[src/rtl/hzc_pkg.sv]
package hzc_pkg;
    // pipeline depth from fetch to output: memory read, prefetch, output register
    localparam int FETCH_LEAD = 3;
    // number of serial control lanes
    localparam int LANES = 2;

    typedef enum logic [1:0] {
        ST_HUNT   = 2'd0,
        ST_PRIME  = 2'd1,
        ST_LOCKED = 2'd2
    } seq_state_e;
endpackage

[src/rtl/hzc_slot_sequencer.sv]
module hzc_slot_sequencer
    import hzc_pkg::*;
#(
    parameter int CHANNELS = 512,
    parameter int STREAMS  = 8,
    parameter int ADVANCE  = 10,
    localparam int PAIRS   = STREAMS / LANES,
    localparam int CH_W    = $clog2(CHANNELS),
    localparam int GRP_W   = $clog2(PAIRS)
) (
    input  logic             clk,
    input  logic             rst_n,
    input  logic             frame_pulse,
    output logic             rd_en,
    output logic [CH_W-1:0]  rd_chan,
    output logic [GRP_W-1:0] rd_grp,
    output logic             flush
);
    localparam int FRAME   = CHANNELS * PAIRS;
    localparam int FRAME_W = $clog2(FRAME);
    localparam int K0      = (FETCH_LEAD + ADVANCE) % FRAME;
    localparam int PRIME_W = $clog2(FETCH_LEAD) + 1;

    seq_state_e          state_q, state_d;
    logic [FRAME_W-1:0]  cnt_q;
    logic [FRAME_W-1:0]  slot_q;
    logic [PRIME_W-1:0]  prime_q;
    logic                aligned;
    logic                realign;

    assign aligned = (state_q != ST_HUNT) && (cnt_q == FRAME_W'(FRAME - 1));
    assign realign = frame_pulse && !aligned;

    always_comb begin
        state_d = state_q;
        unique case (state_q)
            ST_HUNT:   if (realign) state_d = ST_PRIME;
            ST_PRIME:  if (realign) state_d = ST_PRIME;
                       else if (prime_q == PRIME_W'(FETCH_LEAD - 1)) state_d = ST_LOCKED;
            ST_LOCKED: if (realign) state_d = ST_PRIME;
            default:   state_d = ST_HUNT;
        endcase
    end

    always_ff @(posedge clk or negedge rst_n) begin
        if (!rst_n) state_q <= ST_HUNT;
        else        state_q <= state_d;
    end

    always_ff @(posedge clk or negedge rst_n) begin
        if (!rst_n) begin
            cnt_q   <= '0;
            slot_q  <= '0;
            prime_q <= '0;
        end else if (realign) begin
            cnt_q   <= '0;
            slot_q  <= FRAME_W'(K0);
            prime_q <= '0;
        end else if (state_q != ST_HUNT) begin
            cnt_q   <= cnt_q + 1'b1;
            slot_q  <= slot_q + 1'b1;
            if (state_q == ST_PRIME) prime_q <= prime_q + 1'b1;
        end
    end

    always_comb begin
        rd_en   = (state_q != ST_HUNT);
        rd_chan = slot_q[FRAME_W-1:GRP_W];
        rd_grp  = slot_q[GRP_W-1:0];
        flush   = realign;
    end


    first_fetch_chk: assert property (@(posedge clk) disable iff (!rst_n)
        realign |=> (rd_en && {rd_chan, rd_grp} == FRAME_W'(K0)));


    slot_step_chk: assert property (@(posedge clk) disable iff (!rst_n)
        (rd_en && !realign) |=> (rd_en && {rd_chan, rd_grp} == $past({rd_chan, rd_grp}) + FRAME_W'(1)));


    lock_hold_chk: assert property (@(posedge clk) disable iff (!rst_n)
        (state_q == ST_LOCKED && !frame_pulse) |=> (state_q == ST_LOCKED));
endmodule

[src/rtl/hzc_bit_pipe.sv]
module hzc_bit_pipe
    import hzc_pkg::*;
(
    input  logic             clk,
    input  logic             rst_n,
    input  logic             flush,
    input  logic             issue,
    input  logic             drive_en,
    input  logic [LANES-1:0] rd_oe,
    output logic [LANES-1:0] ctl_o
);
    logic issued_q;
    logic pref_v_q;

    always_ff @(posedge clk or negedge rst_n) begin
        if (!rst_n) begin
            issued_q <= 1'b0;
            pref_v_q <= 1'b0;
        end else if (flush) begin
            issued_q <= 1'b0;
            pref_v_q <= 1'b0;
        end else begin
            issued_q <= issue;
            pref_v_q <= issued_q;
        end
    end

    for (genvar l = 0; l < LANES; l++) begin : g_lane
        logic pref_q;
        logic out_q;
        always_ff @(posedge clk or negedge rst_n) begin
            if (!rst_n) begin
                pref_q <= 1'b0;
                out_q  <= 1'b0;
            end else if (flush) begin
                pref_q <= 1'b0;
                out_q  <= 1'b0;
            end else begin
                pref_q <= rd_oe[l];
                out_q  <= (pref_v_q && drive_en) ? pref_q : 1'b0;
            end
        end
        assign ctl_o[l] = out_q;
    end


    disable_low_chk: assert property (@(posedge clk) disable iff (!rst_n)
        !drive_en |=> (ctl_o == '0));


    flush_low_chk: assert property (@(posedge clk) disable iff (!rst_n)
        flush |=> (ctl_o == '0));


    fetched_before_chk: assert property (@(posedge clk) disable iff (!rst_n)
        (ctl_o != '0) |-> $past(issue, 3));
endmodule

[src/rtl/hz_ctl_serializer.sv]
module hz_ctl_serializer
    import hzc_pkg::*;
#(
    parameter int CHANNELS = 512,
    parameter int STREAMS  = 8,
    parameter int ADVANCE  = 10,
    localparam int PAIRS   = STREAMS / LANES,
    localparam int CH_W    = $clog2(CHANNELS),
    localparam int GRP_W   = $clog2(PAIRS)
) (
    input  logic             clk,
    input  logic             rst_n,
    input  logic             frame_pulse,
    input  logic             drive_en,
    input  logic [LANES-1:0] rd_oe,
    output logic             rd_en,
    output logic [CH_W-1:0]  rd_chan,
    output logic [GRP_W-1:0] rd_grp,
    output logic [LANES-1:0] ctl_o
);
    logic flush;

    hzc_slot_sequencer #(
        .CHANNELS (CHANNELS),
        .STREAMS  (STREAMS),
        .ADVANCE  (ADVANCE)
    ) u_seq (
        .clk         (clk),
        .rst_n       (rst_n),
        .frame_pulse (frame_pulse),
        .rd_en       (rd_en),
        .rd_chan     (rd_chan),
        .rd_grp      (rd_grp),
        .flush       (flush)
    );

    hzc_bit_pipe u_pipe (
        .clk      (clk),
        .rst_n    (rst_n),
        .flush    (flush),
        .issue    (rd_en),
        .drive_en (drive_en),
        .rd_oe    (rd_oe),
        .ctl_o    (ctl_o)
    );


    reset_quiet_chk: assert property (@(posedge clk) disable iff (!rst_n)
        $rose(rst_n) |-> (ctl_o == '0 && !rd_en));
endmodule

[config.mk]
export PLATFORM = sky130hd
export DESIGN_NAME = hz_ctl_serializer
export DESIGN_NICKNAME = d
export VERILOG_FILES = /design/src/rtl/hzc_pkg.sv /design/src/rtl/hzc_slot_sequencer.sv /design/src/rtl/hzc_bit_pipe.sv /design/src/rtl/hz_ctl_serializer.sv
export SDC_FILE = /design/constraint.sdc
export NUM_CORES = 1
export LEC_CHECK = 0
export ABC_AREA = 1
export ABC_CLOCK_PERIOD_IN_PS = 3900
export BUFFER_PORTS_ARGS = -buffer_cell sky130_fd_sc_hd__buf_2
export CORE_ASPECT_RATIO = 0.75
export CORE_UTILIZATION = 60
export DETAILED_ROUTE_END_ITERATION = 16
export GPL_ROUTABILITY_DRIVEN = 0
export HOLD_SLACK_MARGIN = 0.08
export PLACE_DENSITY = 0.79
export REMOVE_ABC_BUFFERS = 1
export SLEW_MARGIN = 20
export SYNTH_ARGS = -nofsm -noshare
export SYNTH_HDL_FRONTEND = slang
export SYNTH_SLANG_ARGS = --single-unit
[constraint.sdc]
create_clock -name clk -period 3.9 [get_ports clk]
set_input_delay 0.39 -clock clk [delete_from_list [all_inputs] [get_ports clk]]
set_output_delay 0.39 -clock clk [all_outputs]
set_load 0.01 [all_outputs]
; ---- Yosys cells after proc, flatten, opt, wreduce, memory -nomap -nowiden
; Index checks and enable logic that the tools add are counted.
[word_totals]
reg_bits = 33
input_bits = 6
out_inout_bits = 14
wordCells = 49
[op_classes]
n_addsub = 3
n_eq_ne = 6
n_mux = 19
n_reduce_logical = 11
[ops]
columns = op, n
row1 = 2-to-1 mux 11 bit, 4
row2 = "adder 11 x 1 -> 11 bit, second input constant", 2
row3 = "equality test 11 bit, second input constant", 1
row4 = 2-to-1 mux 3 bit, 3
row5 = 2-to-1 mux 1 bit, 8
row6 = 2-to-1 mux 2 bit, 3
row7 = nonzero test 2 bit, 3
row8 = one-hot mux 2 bit (2 select lines), 1
row9 = AND reduction 2 bit, 2
row10 = "adder 3 x 1 -> 3 bit, second input constant", 1
row11 = "equality test 3 x 2 -> 1 bit, second input constant", 1
row12 = logical AND 1 bit, 3
row13 = "inequality test 3 x 2 -> 1 bit, second input constant", 1
row14 = "equality test 2 x 1 -> 1 bit, second input constant", 1
row15 = "equality test 2 bit, second input constant", 1
row16 = logical NOT 2 bit, 1
row17 = "inequality test 2 x 1 -> 1 bit, second input constant", 1
row18 = OR reduction 2 bit, 1
row19 = logical NOT 1 bit, 1

; ---- Longest topological paths before layout
; Gate-level depths: netlist of the first run.
[logic_depth]
word_depth = 6
mapped_depth = 9
depth_no_buf = 8

; ---- By module
; A second synthesis of the first run with hierarchy kept.
[hier_totals]
hier_cells = 216
area_unflattened_um2 = 1679.1
[by_module_without_submodules]
columns = mod, n_inst, cells_each, area_each_um2, seq_area_each_um2
row1 = hzc_slot_sequencer, 1, 194, 1461.4, 675.6
row2 = hzc_bit_pipe, 1, 22, 217.7, 150.1

; ---- Least setup slack after synthesis of the first run
; OpenSTA, ideal clock, no wires.
[synth_timing]
path_kind = reg-to-reg
start = reg u_seq.cnt_q[1]
end = reg u_seq.slot_q[9]
setup_ns = 0.073
arrival_ns = 1.200
required_time_ns = 3.827
slack_ns = 2.627
path_stages_with_launch = 9
path_buffers = 1
synth_period_minus_slack_ns = 1.273
path_cell_list = dfrtp_1 -> ha_1 -> nand3_1 -> nor2_1 -> nand2_1 -> nand2_4 -> buf_6 -> nand2_1 -> a21oi_2
[synth_between]
elab_chain_len = 5
word_cells_on_any_way = 6
cone_classes = eq/ne (1) / mux (1) / reduce/logical (4)
[synth_lines]
columns = element, line
row1 = from (decl), hzc_slot_sequencer.sv:25  ; logic [FRAME_W-1:0] cnt_q;
row2 = from (signal assigned), hzc_slot_sequencer.sv:60  ; cnt_q <= cnt_q + 1'b1;
row3 = equality test 11 bit (*), hzc_slot_sequencer.sv:31  ; assign aligned = (state_q != ST_HUNT) && (cnt_q == FRAME_W'(FRAME - 1));
row4 = logical AND 1 bit (*), hzc_slot_sequencer.sv:31
row5 = logical NOT 1 bit (*), hzc_slot_sequencer.sv:32  ; assign realign = frame_pulse && !aligned;
row6 = logical AND 1 bit (*), hzc_slot_sequencer.sv:32
row7 = 2-to-1 mux 11 bit / nonzero test 2 bit (equally long branches), n/a
row8 = to (signal assigned), hzc_slot_sequencer.sv:57  ; slot_q <= FRAME_W'(K0);
row9 = to (signal assigned), hzc_slot_sequencer.sv:61  ; slot_q <= slot_q + 1'b1;
row10 = to (decl), hzc_slot_sequencer.sv:26  ; logic [FRAME_W-1:0] slot_q;
; Every way passes the cells marked *; elsewhere a longest branch is shown, timed or not.
; A chain may end at the register's enable or synchronous reset.

; ---- Final worst setup path of the first run
[layout_timing]
start = reg u_seq.cnt_q[1]
end = reg u_seq.prime_q[0]
[layout_between]
elab_chain_len = 6
word_cells_on_any_way = 8
cone_classes = eq/ne (1) / mux (1) / reduce/logical (6)
[layout_lines]
columns = element, line
row1 = equality test 11 bit (*), hzc_slot_sequencer.sv:31
row2 = logical AND 1 bit (*), hzc_slot_sequencer.sv:31
row3 = logical NOT 1 bit (*), hzc_slot_sequencer.sv:32
row4 = logical AND 1 bit (*), hzc_slot_sequencer.sv:32
row5 = nonzero test 2 bit (no line), n/a
row6 = AND reduction 2 bit (no line), n/a
row7 = to (signal assigned), hzc_slot_sequencer.sv:62  ; if (state_q == ST_PRIME) prime_q <= prime_q + 1'b1;
row8 = to (decl), hzc_slot_sequencer.sv:27  ; logic [PRIME_W-1:0] prime_q;
; Marks and branches as above.

==> metrics.cfg, run 1 <==
[route]
ant_nets=0
viasPerCell=5.20
drtPass1Iterations=4
drtIter0Drc=91
drc_errors=0
avgRoutedWirePerCell_um=12.7
drt_wl_total_um=3410
vias=1398

[worst_setup_path]
cp_top_family=simple AND/OR/NAND/NOR gates
cp-end-kind=flip-flop
critPathKind=reg2reg
start_kind=flip-flop
r2r-start=u_seq.cnt_q[1]
critical_path_required_ns=4.11
arrival_ns=1.81
r2r-end=u_seq.prime_q[0]
crit_fanout=23
reg2reg_depth=7
critPathMaxStageDelay_ns=0.38
critPathLaunch=u_seq.cnt_q[1]
crit_end=u_seq.prime_q[0]
ff2ff_setup_slack_ns=2.30
cp.depth=7
path_buf_inv=1
cp_cell_sequence=ha_1, nand3_1, nor2_1, nand2_1, nand2_4, inv_2, nor3_1
cpMaxStageDelayCell=dfrtp_1

[sta]
rsz0062_at_grt=false
slew_headroom=0.516
max_freq_mhz=625
period_needed_ns=1.60
hold_viol=0
maxSlewViolCount=0
fin_crit_sh=0.410
finClkSkew_ns=0.00459
setup_tns_ns=0
setup_viol=0
worst_slew_pin_slew_ns=0.726

[cts]
clock_latency_ns=0.29
cts_buffers=5
holdBufCountCts=0
cts_tree=done
cts-resized-gates=0
post_cts_buffers=0
cts.sinks=33
cts_root_buf=clkbuf_8
clkTransAtPathRegs_ns=0.07
h-tree-depth=2
clockBufferDepth=2

[floorplan]
placementRows=16
start_util=0.648
fp.coreArea_um2=2660
die-height_um=48.4
die_area_um2=3100
ioPinCount=20
die_w_um=63.9

[global_routing]
grt_usage=0.257
antenna_found_initial=0
grt_pass1_wl_um=6050
grt_max_degree=34
grt_pass1_vias=1363
grt.overflow.total=0

[yosys]
synth_area_leader_cell=dfrtp_1
synth_commonest_cells=nand2_1, nor2_1, dfrtp_1
syn_area_per_cell_um2=8.14
synth.ff_latch_count=33
yosysTopAreaCellShare=0.479
ys_types=26
synthTopCellsByArea=dfrtp_1, nand2_1, nor2_1, inv_1, nand3_1
synthCells=212
yosys_warnings=0
synth-seq-area-share=0.479
syn_area_um2=1730
synth-async-reset-ratio=1.00
synth-main-ff-cell=dfrtp_1
synth_edf_count=0
yosysMostFrequentCell=nand2_1

[worst_hold_path]
hold_path_class=in2async

[final_layout]
utilization=0.723
syn_to_final_growth_pct=11.6
drive_gt1_frac=0.197
fin_nets=242
diodes=0
n_fill_cell=193

[power_and_ir_drop]
power.static_leakage_nw=0.978
power.density_nw_per_um2=532
ir_drop_uv=408

[place]
dp.final_hpwl_um=2330
port_buffers=19

[run_status]
outcome=completed

[flow_run]
drv_cap=0

[cell usage in the layout (no fill, tap or decap), types with 3 or more instances in the layout]
master / n
buf_2: 19
a21oi_2: 3
inv_1: 26
nand4_1: 5
or2_2: 3
nand2_1: 46
a21oi_1: 5
ha_1: 4
dfrtp_1: 33
o21ai_2: 3
nand3_1: 13
clkbuf_8: 6
o21ai_0: 4
nor2_1: 42
xor2_1: 3
[final cells by class]
cell class / count / area, um2 / area share
Tap cell: 36 / 45.0 / 0.0234
Clock inverter: 1 / 30.0 / 0.0156
Clock buffer: 7 / 86.3 / 0.0448
Timing Repair Buffer: 19 / 95.1 / 0.0494
Multi-Input combinational cell: 146 / 742 / 0.385
Sequential cell: 33 / 826 / 0.429
Inverter: 27 / 101 / 0.0526
[layer usage]
layer	part of all wire	global-route usage	routed length, um
met3	0.056	0.0825	190
met1	0.49	0.355	1670
met2	0.45	0.392	1520
met5	0	0	0
met4	0.0050	0.0682	17
[where the power goes]
part / leakage, nW / internal [mW] / switching [mW]
logic: 0.486 / 0.0937 / 0.151
clock network: 0.0585 / 0.208 / 0.126
registers: 0.433 / 0.393 / 0.0520
total: 0.978 / 0.695 / 0.329
[registers in the layout (all words and copies together) (netlist names)]
register and count:
u_seq.cnt_q 11, u_seq.slot_q 11, u_seq.prime_q 3, u_pipe.g_lane.out_q 2
u_pipe.g_lane.pref_q 2, u_seq.state_q 2, u_pipe.issued_q 1, u_pipe.pref_v_q 1
[worst min path at each step]
| stage | start | endpoint | cells after the start |
|---|---|---|---|
| final | rst_n | u_seq.prime_q[1] | 1 |
| after global routing | rst_n | u_seq.prime_q[1] | 1 |
| after CTS | rst_n | u_seq.prime_q[1] | 1 |
| after detailed placement | u_pipe.issued_q | u_pipe.pref_v_q | 2 |
| after global placement | rst_n | u_seq.prime_q[1] | 1 |
| after floorplan | rst_n | u_pipe.g_lane[0].out_q | 0 |
[cells by family (layout without fill, tap and decap cells)]
family          count (synthesis)  in the layout  synth area share
buf+inv                        33             54            0.0914
flops                          33             33             0.479
simple gates                  123            123             0.325
compound gates                 16             16            0.0609
fa+ha+maj                       4              4            0.0290
xor+xnor                        3              3            0.0152
[per-stage QoR]
step	instances	setup slack (ns)	power (mW)	hold slack, ns	instance area [um2]
global placement	261	2.42	0.677	0.466	1810
CTS	269	2.31	1.03	0.186	1930
detailed placement	261	2.32	0.694	0.481	1810
global route	269	2.18	1.08	0.230	1930
floorplan	206	2.55	0.616	0.0944	1670
finish	269	2.30	1.02	0.153	1930
Note: power is estimated with default switching activity, not from simulation.
==> run 2: changes to the inputs <==
Settings changed: ABC_CLOCK_PERIOD_IN_PS 3900 to 1400, CORE_UTILIZATION 60 to 51, PLACE_DENSITY 0.79 to 0.71.
Clock period 3.9 ns to 1.4 ns, I/O delays scaled along.
==> metrics.cfg, run 2 (same netlist as run 1, synthesis figures left out) <==
[sta]
setup_viol=0  ; unchanged
max_freq_mhz=721  ; +15%
worst_slew_pin_slew_ns=0.404  ; -0.322 ns
fin_hold_ws_ns=0.117  ; -0.0363 ns
finClkSkew_ns=0.00539  ; +0.000795 ns
slew_headroom=0.731  ; +0.215
period_needed_ns=1.39  ; -0.212 ns
hold_viol=0  ; unchanged
rsz0062_at_grt=true
maxSlewViolCount=0  ; unchanged
fin_crit_sh=0.991  ; +0.581

[final_layout]
multi_input_area_um2=805  ; +8.4%
layout_commonest_cell=nand2_1
utilization=0.713  ; -0.0100
diodes=0  ; unchanged
syn_to_final_growth_pct=27.5
fin_nets=268  ; +11%
n_fill_cell=231  ; +20%
final_cell_mix=nand2_1, nor2_1, dfrtp_1
final-seq-area_um2=826  ; unchanged
largestRegisters=u_seq.cnt_q: 11 flops, u_seq.slot_q: 11 flops, u_seq.prime_q: 3 flops
drive_gt1_frac=0.333  ; +0.136

[floorplan]
die_area_um2=3620  ; +17%
ioPinCount=20  ; unchanged
fp.coreArea_um2=3080  ; +16%
die_w_um=69.2  ; +8.2%
placementRows=17  ; +1
die-height_um=52.4  ; +8.1%
start_util=0.559  ; -0.0886

[cts]
clock_latency_ns=0.28  ; about the same
cts_tree=done
cts_buffers=5  ; unchanged
cts.sinks=33  ; unchanged
h-tree-depth=2  ; unchanged
clkTransAtPathRegs_ns=0.07  ; about the same
clockBufferDepth=2  ; unchanged
cts_root_buf=clkbuf_8

[global_routing]
grt_pass1_vias=1232  ; -9.6%
grt_usage=0.202  ; -0.0545
grt_max_degree=20  ; -41%
antenna_found_initial=0  ; unchanged
grt_pass1_wl_um=5590  ; -7.6%
grt.overflow.total=0  ; unchanged

[run_status]
outcome=completed

[worst_setup_path]
arrival_ns=1.59  ; -0.22 ns
critPathKind=reg2reg
critical_path_required_ns=1.61  ; -2.50 ns
crit_fanout=6  ; -74%
start_kind=flip-flop
cp-end-kind=flip-flop

[route]
avgRoutedWirePerCell_um=12.2  ; -4.0%
viasPerCell=4.93  ; -5.2%
drtIter0Drc=88  ; -3.3%
drt_wl_total_um=3600  ; +5.6%
drtPass1Iterations=4  ; unchanged
drc_errors=0  ; unchanged
ant_nets=0  ; unchanged
vias=1459  ; +4.4%

[power_and_ir_drop]
power.density_nw_per_um2=1350  ; +150%
p_total_mw=2.97  ; +190%
ir_drop_uv=843  ; +110%
power.static_leakage_nw=1.10  ; +12%

[flow_run]
drv_cap=0  ; unchanged

[place]
port_buffers=19  ; unchanged
dp.final_hpwl_um=2430  ; +4.5%

[worst_hold_path]
hold_path_class=in2reg

==> run 2: path summary, 6_finish.rpt <==
| kind | startpoint | endpoint | slack (ns) | cells after the start |
|---|---|---|---|---|
| worst max-delay path | u_seq.cnt_q[1] | u_seq.slot_q[9] | 0.01 | 8 |
| worst min-delay path | drive_en | u_pipe.g_lane[1].out_q | 0.12 | 3 |
| worst max register to register | u_seq.cnt_q[1] | u_seq.slot_q[9] | 0.01 | 8 |
| worst min register to register | u_pipe.g_lane[0].pref_q | u_pipe.g_lane[0].out_q | 0.49 | 2 |
| max in group asynchronous | rst_n | u_pipe.g_lane[0].pref_q | 0.65 | 3 |
| min in group asynchronous | rst_n | u_seq.cnt_q[5] | 0.32 | 2 |
==> run 2: power by group <==
part	total, mW	internal [mW]	leakage (nW)	switching, mW
Combinational	0.923	0.413	0.611	0.510
Clock	0.840	0.517	0.0540	0.324
Sequential	1.21	1.10	0.433	0.113
Total	2.97	2.02	1.10	0.947
==> run 2: through the flow <==
| stage | worst slack, ns | std cells | instance area (um2) | setup TNS (ns) |
|---|---|---|---|---|
| 5_1_grt | -0.0459 | 296 | 2200 | -0.509 |
| 3_5_place_dp | 0.0158 | 281 | 1960 | 0 |
| 4_1_cts | 0.00425 | 294 | 2120 | 0 |
| 6_report | 0.0121 | 296 | 2200 | 0 |
| 2_1_floorplan | 0.0520 | 206 | 1670 | 0 |
| 3_3_place_gp | 0.0677 | 281 | 1960 | 0 |
==> run 2: what timing repair did <==
action | in CTS | in global routing
pin swaps | 1 | 8
gates resized for setup | 0 | 24
buffers inserted | 3 | 1
hold endpoints to repair | 16 | 0
gates cloned | 0 | 1
endpoints found under the setup margin | 1 | 30
hold buffers | 3 | 0
==> run 2: layout make-up <==
| type | instances | area share |
|---|---|---|
| repair buffers | 44 | 0.143 |
| clock inverters | 2 | 0.0159 |
| clock buffers | 5 | 0.0313 |
| multi-input cells | 147 | 0.366 |
| flip-flops and latches | 33 | 0.375 |
| inverters | 27 | 0.0472 |
| well taps | 38 | 0.0216 |
==> run 2: critical path: stages (launching register included) <==
cell and delay [ns]:
dfrtp_1 0.38, ha_2 0.20, nand3_2 0.09, nor2_2 0.11
nand2_2 0.10, nand2_4 0.14, buf_6 0.15, nand2_2 0.05
a21oi_2 0.09
==> run 2: per-layer routing <==
metal | wire length, um | vias to the layer above | GRT usage
li1 | - | 748 | -
met5 | 0 | - | 0
met2 | 1500 | 28 | 0.283
met1 | 1950 | 679 | 0.304
met3 | 124 | 4 | 0.0462
met4 | 25 | 0 | 0.0714
==> run 3: changes to the inputs <==
Settings changed: MAX_ROUTING_LAYER from default to met4.
==> metrics.cfg, run 3 (same netlist as run 1, synthesis figures left out) <==
[cts]
cts_tree=done
cts_buffers=5  ; unchanged
cts_root_buf=clkbuf_8
cts.sinks=33  ; unchanged
h-tree-depth=2  ; unchanged
clock_latency_ns=0.28  ; about the same
clockBufferDepth=2  ; unchanged
clkTransAtPathRegs_ns=0.07  ; about the same

[worst_setup_path]
cp_cell_sequence=ha_2, nand3_2, nor2_2, nand2_2, nand2_4, buf_6, nand2_2, a21oi_2
cp_top_family=simple AND/OR/NAND/NOR gates
crit_fanout=6  ; unchanged
ff2ff_setup_slack_ns=0.01  ; about the same
cp-end-kind=flip-flop
crit_end=u_seq.slot_q[9]
critPathKind=reg2reg
reg2reg_depth=8  ; unchanged
critPathLaunch=u_seq.cnt_q[1]
path_buf_inv=1  ; unchanged
critPathMaxStageDelay_ns=0.38  ; about the same
arrival_ns=1.59  ; about the same
r2r-start=u_seq.cnt_q[1]
cp.depth=8  ; unchanged
start_kind=flip-flop
critical_path_required_ns=1.61  ; about the same
cpMaxStageDelayCell=dfrtp_1
cp_common_cell=nand2_2
r2r-end=u_seq.slot_q[9]

[final_layout]
layout_commonest_cell=nand2_1
final_cell_mix=nand2_1, nor2_1, dfrtp_1
drive_gt1_frac=0.333  ; unchanged
syn_to_final_growth_pct=27.5  ; unchanged
finalInstanceArea_um2=2200  ; unchanged
diodes=0  ; unchanged
fin_nets=268  ; unchanged
largestRegisters=u_seq.cnt_q: 11 flops, u_seq.slot_q: 11 flops, u_seq.prime_q: 3 flops

[global_routing]
grt_usage=0.208  ; +0.00524
antenna_found_initial=0  ; unchanged
grt_max_degree=20  ; unchanged
grtUsageMet1=0.303  ; -0.00123
grt_pass1_wl_um=5580  ; -0.13%
met2_usage=0.283  ; unchanged
grt-busiest-layer=met1
grt.overflow.total=0  ; unchanged
grt_pass1_vias=1233  ; +0.081%
met3_usage=0.0462  ; unchanged

[run_status]
outcome=completed

[sta]
period_needed_ns=1.39  ; -0.000579 ns
slew_headroom=0.731  ; about the same
timing.final.ws_setup_ns=0.0127  ; +0.000580 ns
fin_hold_ws_ns=0.117  ; -0.000547 ns
finClkSkew_ns=0.00587  ; +0.000479 ns
max_freq_mhz=721  ; about the same
rsz0062_at_grt=true
maxSlewViolCount=0  ; unchanged
worst_slew_pin_slew_ns=0.403  ; -0.000807 ns
fin_crit_sh=0.991  ; about the same
hold_viol=0  ; unchanged
setup_viol=0  ; unchanged

[route]
drtIter0Drc=84  ; -4.5%
ant_nets=0  ; unchanged
vias=1464  ; +0.34%
drtPass1Iterations=4  ; unchanged
viasPerCell=4.95  ; +0.34%
drc_errors=0  ; unchanged
drt_wl_total_um=3590  ; -0.25%
avgRoutedWirePerCell_um=12.1  ; -0.25%

[place]
place_area_um2=1960  ; unchanged
port_buffers=19  ; unchanged
dp.final_hpwl_um=2430  ; unchanged
dp_slack_ns=0.0158  ; unchanged

[floorplan]
fp.coreArea_um2=3080  ; unchanged
placementRows=17  ; unchanged
ioPinCount=20  ; unchanged
die-height_um=52.4  ; unchanged
start_util=0.559  ; unchanged
die_area_um2=3620  ; unchanged
die_w_um=69.2  ; unchanged

[power_and_ir_drop]
p_clk_frac=0.283  ; about the same
swShare=0.319  ; about the same
p_seq_frac=0.407  ; about the same
internal-power_mw=2.03  ; about the same
p_comb_frac=0.310  ; about the same
power.static_leakage_nw=1.10  ; unchanged
ir_drop_uv=845  ; +0.24%
power.density_nw_per_um2=1350  ; about the same
p_switching_uw=947  ; about the same

[worst_hold_path]
hold_path_class=in2reg

[flow_run]
drv_cap=0  ; unchanged

-- run 3: final cells by class --
type	count	area, um2
Sequential cell	33	826
Multi-Input combinational cell	147	805
Inverter	27	104
Clock inverter	2	35.0
Fill cell	231	885
Tap cell	38	47.5
Timing Repair Buffer	44	314
Clock buffer	5	68.8
-- run 3: power by group through the flow --
stage               clock, mW  sequential (mW)  combinational (mW)
floorplan                   0             1.25               0.465
global placement            0             1.22               0.824
detailed placement          0             1.22               0.829
CTS                     0.864             1.20               0.849
global route            0.894             1.22                1.05
finish                  0.841             1.21               0.923
-- run 3: worst min path at each step --
stage | from | end | slack [ns] | depth (start not counted)
2_1_floorplan | rst_n | u_pipe.g_lane[0].out_q | -0.16 | 0
3_3_place_gp | rst_n | u_seq.cnt_q[8] | 0.08 | 1
3_5_place_dp | rst_n | u_seq.cnt_q[8] | 0.08 | 1
4_1_cts | drive_en | u_pipe.g_lane[1].out_q | 0.09 | 3
5_1_grt | drive_en | u_pipe.g_lane[1].out_q | 0.13 | 3
6_report | drive_en | u_pipe.g_lane[1].out_q | 0.12 | 3
-- run 3: stage by stage --
step	std cells	power [mW]	setup TNS [ns]	util
after global placement	281	2.04	0	0.635
after CTS	294	2.92	0	0.686
after floorplan	206	1.72	0	-
final	296	2.97	0	0.713
after global routing	296	3.16	-0.523	0.713
after detailed placement	281	2.05	0	0.635
-- run 3: worst register-to-register path, delay by kind of cell (launching register included) --
kind                     cells  cell delay (ns)
flip-flops                   1             0.38
adder cells (fa/ha/maj)      1             0.20
AND/OR/NAND/NOR              5             0.49
buffers and inverters        1             0.15
AO/OA/AOI/OAI                1             0.09
-- run 3: repair_timing --
| item | CTS | global route |
|---|---|---|
| setup endpoints to repair | 1 | 30 |
| gates resized for setup | 0 | 24 |
| hold buffers | 3 | 0 |
| cloned | 0 | 1 |
| pin swaps | 1 | 8 |
| setup buffers | 3 | 1 |
| endpoints found under the hold margin | 16 | 0 |
-- run 3: per-layer routing --
layer	up-vias	wire length (um)
met4	0	26
met3	4	129
met1	682	1940
met2	30	1490
li1	748	-
met5	-	0
